==> config.mk <==
export PLATFORM = sky130hd
export DESIGN_NAME = pc_sequencer
export DESIGN_NICKNAME = d
export VERILOG_FILES = /design/src/rtl/pc_sequencer.sv
export SDC_FILE = /design/constraint.sdc
export NUM_CORES = 1
export LEC_CHECK = 0
export BUFFER_PORTS_ARGS = -buffer_cell sky130_fd_sc_hd__buf_2
export CORE_AREA = 4 4 103 105
export DETAILED_ROUTE_END_ITERATION = 12
export DIE_AREA = 0 0 107 109
export GPL_ROUTABILITY_DRIVEN = 1
export GPL_TIMING_DRIVEN = 0
export PLACE_DENSITY = 0.67
export SETUP_SLACK_MARGIN = 0.2
export SLEW_MARGIN = 10
export SYNTH_ARGS = -nofsm -noshare
export SYNTH_HDL_FRONTEND = slang
export SYNTH_SLANG_ARGS = --single-unit
export TNS_END_PERCENT = 5
==> constraint.sdc <==
create_clock -name clk -period 3.7 [get_ports clk]
set_clock_uncertainty 0.05 [all_clocks]
set_input_delay 0.37 -clock clk [delete_from_list [all_inputs] [get_ports clk]]
set_output_delay 0.37 -clock clk [all_outputs]
set_load 0.03 [all_outputs]
==> src/rtl/pc_sequencer.sv <==
module pc_sequencer #(
  parameter int DEPTH = 3
) (
  input  logic        clk,
  input  logic        rst,
  input  logic        word_vld,
  input  logic [7:0]  word,
  input  logic        acc_zero,
  input  logic        carry,
  input  logic        tst,
  input  logic [3:0]  reg_inc,
  input  logic [7:0]  pair_val,
  output logic [11:0] pc,
  output logic        want_second,
  output logic        acc_wr,
  output logic [3:0]  acc_data
);
  localparam int CW = $clog2(DEPTH + 1);

  logic [7:0]  w1;
  logic [11:0] stk [DEPTH];
  logic [11:0] last_pop;
  logic [CW-1:0] cnt;

  logic [3:0]  op, fop;
  logic [11:0] pc_inc, pc_nxt, pop_val;
  logic        two, take, push, pop;

  assign op      = word[7:4];
  assign fop     = w1[7:4];
  assign pc_inc  = pc + 12'd1;
  assign two     = (op == 4'h1) || (op == 4'h2 && !word[0]) ||
                   (op == 4'h4) || (op == 4'h5) || (op == 4'h7);
  assign take    = (|(w1[2:0] & {acc_zero, carry, ~tst})) ^ w1[3];
  assign pop_val = (cnt != '0) ? stk[0] : last_pop;
  assign acc_wr  = word_vld && !want_second && op == 4'hC;
  assign acc_data = word[3:0];

  always_comb begin
    push   = 1'b0;
    pop    = 1'b0;
    pc_nxt = pc;
    if (word_vld) begin
      pc_nxt = pc_inc;
      if (!want_second) begin
        if (op == 4'h3 && word[0]) begin
          pc_nxt = {pc_inc[11:8], pair_val};
        end else if (op == 4'hC) begin
          pop    = 1'b1;
          pc_nxt = pop_val;
        end
      end else begin
        case (fop)
          4'h1: if (take) pc_nxt = {pc_inc[11:8], word};
          4'h4: pc_nxt = {w1[3:0], word};
          4'h5: begin
            push   = 1'b1;
            pc_nxt = {w1[3:0], word};
          end
          4'h7: if (reg_inc != 4'h0) pc_nxt = {pc_inc[11:8], word};
          default: ;
        endcase
      end
    end
  end

  always_ff @(posedge clk) begin
    if (rst) begin
      pc          <= '0;
      want_second <= 1'b0;
      w1          <= '0;
    end else begin
      pc <= pc_nxt;
      if (word_vld) begin
        want_second <= !want_second && two;
        if (!want_second) w1 <= word;
      end
    end
  end

  always_ff @(posedge clk) begin
    if (rst) begin
      cnt      <= '0;
      last_pop <= '0;
      for (int i = 0; i < DEPTH; i++) stk[i] <= '0;
    end else if (push) begin
      stk[0] <= pc_inc;
      for (int i = 1; i < DEPTH; i++) stk[i] <= stk[i-1];
      if (cnt != CW'(DEPTH)) cnt <= cnt + 1'b1;
    end else if (pop && cnt != '0) begin
      last_pop <= stk[0];
      for (int i = 0; i < DEPTH - 1; i++) stk[i] <= stk[i+1];
      cnt <= cnt - 1'b1;
    end
  end
endmodule

# [After elaboration in Yosys (flattened, before gate mapping)]
# Memories as Yosys holds them, arrays and structs flattened.
# Cells that the tools add are included.
[op_classes] n_addsub=3 reduce_logical=20 eq_ne=13 bitwise=10 muxes=31
[op_table] op="12-bit 2-to-1 mux" count=9
[op_table] op="12-bit case mux with 3 select lines" count=1
[op_table] op="4-bit by 3-bit equality test with 1-bit output, second input constant" count=6
[op_table] op="1-bit 2-to-1 mux" count=16
[op_table] op="8-bit 2-to-1 mux" count=2
[op_table] op="12-bit by 1-bit adder with 12-bit output, second input constant" count=1
[op_table] op="4-bit by 1-bit equality test with 1-bit output, second input constant" count=2
[op_table] op="4-bit by 2-bit equality test with 1-bit output, second input constant" count=2
[op_table] op="1-bit logical AND" count=6
[op_table] op="2-bit 2-to-1 mux" count=3
[op_table] op="2-bit AND reduction" count=3
[op_table] op="1-bit OR" count=5
[op_table] op="4-bit equality test, second input constant" count=1
[op_table] op="1-bit logical OR" count=4
[op_table] op="2-bit nonzero test" count=2
[op_table] op="4-bit nonzero test" count=1
[op_table] op="3-bit bitwise AND" count=1
[op_table] op="1-bit inverter" count=3
[op_table] op="3-bit OR reduction" count=1
[op_table] op="2-bit by 1-bit adder with 2-bit output, second input constant" count=1
[op_table] op="1-bit zero test" count=2
[op_table] op="2-bit by 1-bit inequality test with 1-bit output, second input constant" count=1
[op_table] op="2-bit inequality test, second input constant" count=1
[op_table] op="2-bit OR reduction" count=1
[op_table] op="other kinds (2)" count=2
[word_totals] mem_bits_rw=36 input_bits=26 n_memories=1 output_inout_bits=18 ff_bits=35
[mem_list] memory="stk" depth=3 word_bits=12 rd=3 rd_clocked_by_memory_dff=0 write_ports=3 line="21" rtl="logic [11:0] stk [DEPTH];"

# [Longest topological paths before layout]
[depth] word_depth=11 ltp_mapped=9 mapped_depth_nobuf=6

# [Worst setup path before layout]
# Ideal clock, no wire load.
[synth_path] kind="register to register" startpoint="reg want_second" endpoint="mem stk[0][0] (enable)" path_slack_ns=1.195 setup_ns=0.384 t_arrival_ns=2.071 required_time_ns=3.266 stages_incl_launch_ff=6 path_cell_list="dfxtp_1 -> nand2_1 -> and2b_1 -> nand2_1 -> nand2b_1 -> nand2b_1"
[synth_rtl] element="start: declaration" line="14" rtl="output logic want_second,"
[synth_rtl] element="start signal: assignment" line="75" rtl="want_second <= !want_second && two;"
[synth_rtl] element="end: declaration" line="21"

==> out/metrics.yaml <==
cts-buffers-inserted: 9
drive_gt1_share_pct: 21.5
async_flop_share_pct: 0
syn_nets: 392
drt_pre_antenna_iters: 5
vias: 3120
fin_nets: 446
grt_overflow: 0
min_period_ns: 2.77
crit_path_frequent_cell: "nand2b_1"
finalPower_uw: 1660
core_um2: 9640
ys_seq_area_share_pct: 49.2
cts.sinks: 71
cap_violations: 0
synth_edf_count: 36
htreeDepth: 3
drt_iter0_drc: 219
rsz0062_at_grt: "no"
drc_errors: 0
outcome: "completed"
leakagePower_uw: 0.00157
p_per_area_nw_per_um2: 393
cts.repair.resized: 0
cts_hold_buf: 0
synth_area_leader_cell: "edfxtp_1"
cp-end-kind: "flop"
wire_per_inst_um: 17.7
viasPerCell: 5.60
avgSynthCellArea_um2: 9.91
setup-tns-final_ns: 0
antenna_found_initial: 0
clkLatencyLatePin_ns: 0.35
netlist_top_cells_area: "edfxtp_1, dfxtp_1, nand2_1"
hpwl_um: 7130
period_share_pct: 74.7
synth_warnings: 0
timing.fmax_mhz: 362
grt_start_max_net_pins: 25
tightest_slew_ns: 0.730
grtUsageTotal_pct: 17.4
syn_inst: 365
cp.required_ns: 3.71
cts_tree: "built"
finalSetupViolations: 0
die_h_um: 109
finalHoldViolCount: 0
cp_data_arrival_time_ns: 2.78
std_cell_rows: 36
routed_wl_um: 9870
portBuffers: 42
synth_top_area_share_pct: 29.9
routabilityCongestion: 0.843
slew_viol_final: 0
cts_buffer_depth: 2
max-slew-margin-rel_pct: 51.0
clk_pin_slew_ns: 0.08
cp-start-kind: "flop"
area_delta_synth_final_pct: 16.6
fill_cells: 970
antenna_cells: 0
io_pins: 44
grt_pass1_vias: 2910
crit_slowest_cell: "nand2b_1"
whs_ns: 0.264
ys_types: 67
syn_area_um2: 3620
final_antenna_net_count: 0
hold_path_class: "input pin to flop"
cp_max_fo: 17
fp.dieW_um: 107
die_area_um2: 11700
slowest_delay_ns: 0.54
crit_type: "flop to flop"
grt_pass1_wl_um: 15600
clockRootBuffer: "clkbuf_8"
post-cts-setup-buffer-count: 0
synth_ff_type: "edfxtp_1"
ys_ff_latch: 71
worstPathCellList: "nor3b_2 > and2b_1 > nand2_1 > nand2b_1 > nand2b_1 > buf_16"
peakVddDrop_uv: 169
start_util_pct: 37.5
==> report_power, final <==
group	internal (µW)	switching [µW]	total, µW
Combinational	54.0	96.1	150
Sequential	848	24.4	872
Clock	313	322	635
Total	1210	443	1660
==> synth_stat cells, types with 7 or more instances <==
master	count
o211ai_1	7
a22o_1	20
nand2_1	64
buf_2	7
mux2i_1	9
and2_1	12
o21ai_0	13
buf_4	8
nand3_1	20
edfxtp_1	36
nor2_1	13
dfxtp_1	35
a21oi_1	30
==> sequential cells by signal, summed over array words and instances (netlist names) <==
name	count
cnt	2
last_pop	12
pc	12
stk	36
w1	8
want_second	1
==> worst max-delay path: cells and delay by family (launching register included) <==
family	cells	cell delay [ns]
buffers and inverters	1	0.22
AND/OR/NAND/NOR	5	1.78
flip-flops	1	0.40
==> stage by stage <==
stage               worst slack (ns)  cells  area [µm²]  utilization [%]
floorplan                       1.19    365        3620                -
global route                   0.721    557        4220             43.8
detailed placement             0.541    540        4000             41.4
finish                         0.934    557        4220             43.8
CTS                            0.550    556        4190             43.5
global placement               0.613    540        4000             41.4
==> placed cells by master (no fill, tap or decap), drive strengths merged, types with 2 or more instances in the layout <==
| master | synthesis | final |
|---|---|---|
| nand2b | 5 | 5 |
| or3 | 3 | 3 |
| o32ai | 2 | 2 |
| nand2 | 65 | 65 |
| nand3 | 20 | 20 |
| inv | 3 | 4 |
| xnor2 | 5 | 5 |
| nor3 | 4 | 4 |
| nor4 | 2 | 2 |
| edfxtp | 36 | 36 |
| and4 | 2 | 2 |
| o211ai | 7 | 7 |
| mux2 | 2 | 2 |
| nor2b | 5 | 5 |
| xor2 | 5 | 5 |
| mux2i | 9 | 9 |
| dfxtp | 35 | 35 |
| and2 | 12 | 12 |
| buf | 17 | 60 |
| nand4 | 3 | 3 |
| a21oi | 31 | 31 |
| o221ai | 2 | 2 |
| nor3b | 3 | 3 |
| a22oi | 3 | 3 |
| a22o | 20 | 20 |
| or2 | 2 | 2 |
| clkbuf | 6 | 15 |
| o2111ai | 3 | 3 |
| o21ai | 15 | 15 |
| nor2 | 15 | 15 |
| a222oi | 3 | 3 |
| clkinv | 0 | 4 |
==> kinds of logic (layout without fill, tap and decap cells) <==
group           count (synthesis)  count (layout)  share of synthesized area [%]
fa+ha+maj                       2               2                          0.622
flops                          71              71                           49.2
compound gates                 98              98                           19.3
mux                            11              11                           3.22
simple gates                  147             147                           21.2
buf+inv                        26              85                           3.80
xor+xnor                       10              10                           2.63
==> final cells by class <==
type                    instances  area (µm²)  share of cell area (%)
plain buffers                  23         126                    3.00
clock buffers                   9         124                    2.94
clock inverters                 7        72.6                    1.72
inverters                       3        11.3                   0.267
multi-input cells             268        1700                    40.3
flip-flops and latches         71        1780                    42.2
well taps                     133         166                    3.94
repair buffers                 43         238                    5.63
==> worst paths after layout <==
check                                   end  slack [ns]  depth (start not counted)        start
worst max-delay path              stk[0][5]        0.93                          6        w1[6]
worst min-delay path                  pc[1]        0.26                          3      word[1]
worst max register to register    stk[0][5]        0.93                          6        w1[6]
worst min register to register  last_pop[0]        0.41                          2  last_pop[0]
==> per-layer routing <==
metal,track usage [%],vias up,wire length (µm)
met5,0,-,0
met4,5.84,0,186
met3,3.37,14,544
met2,27.4,105,4610
met1,24.0,1539,4530
li1,-,1462,-
(Power assumes the default switching activity.)
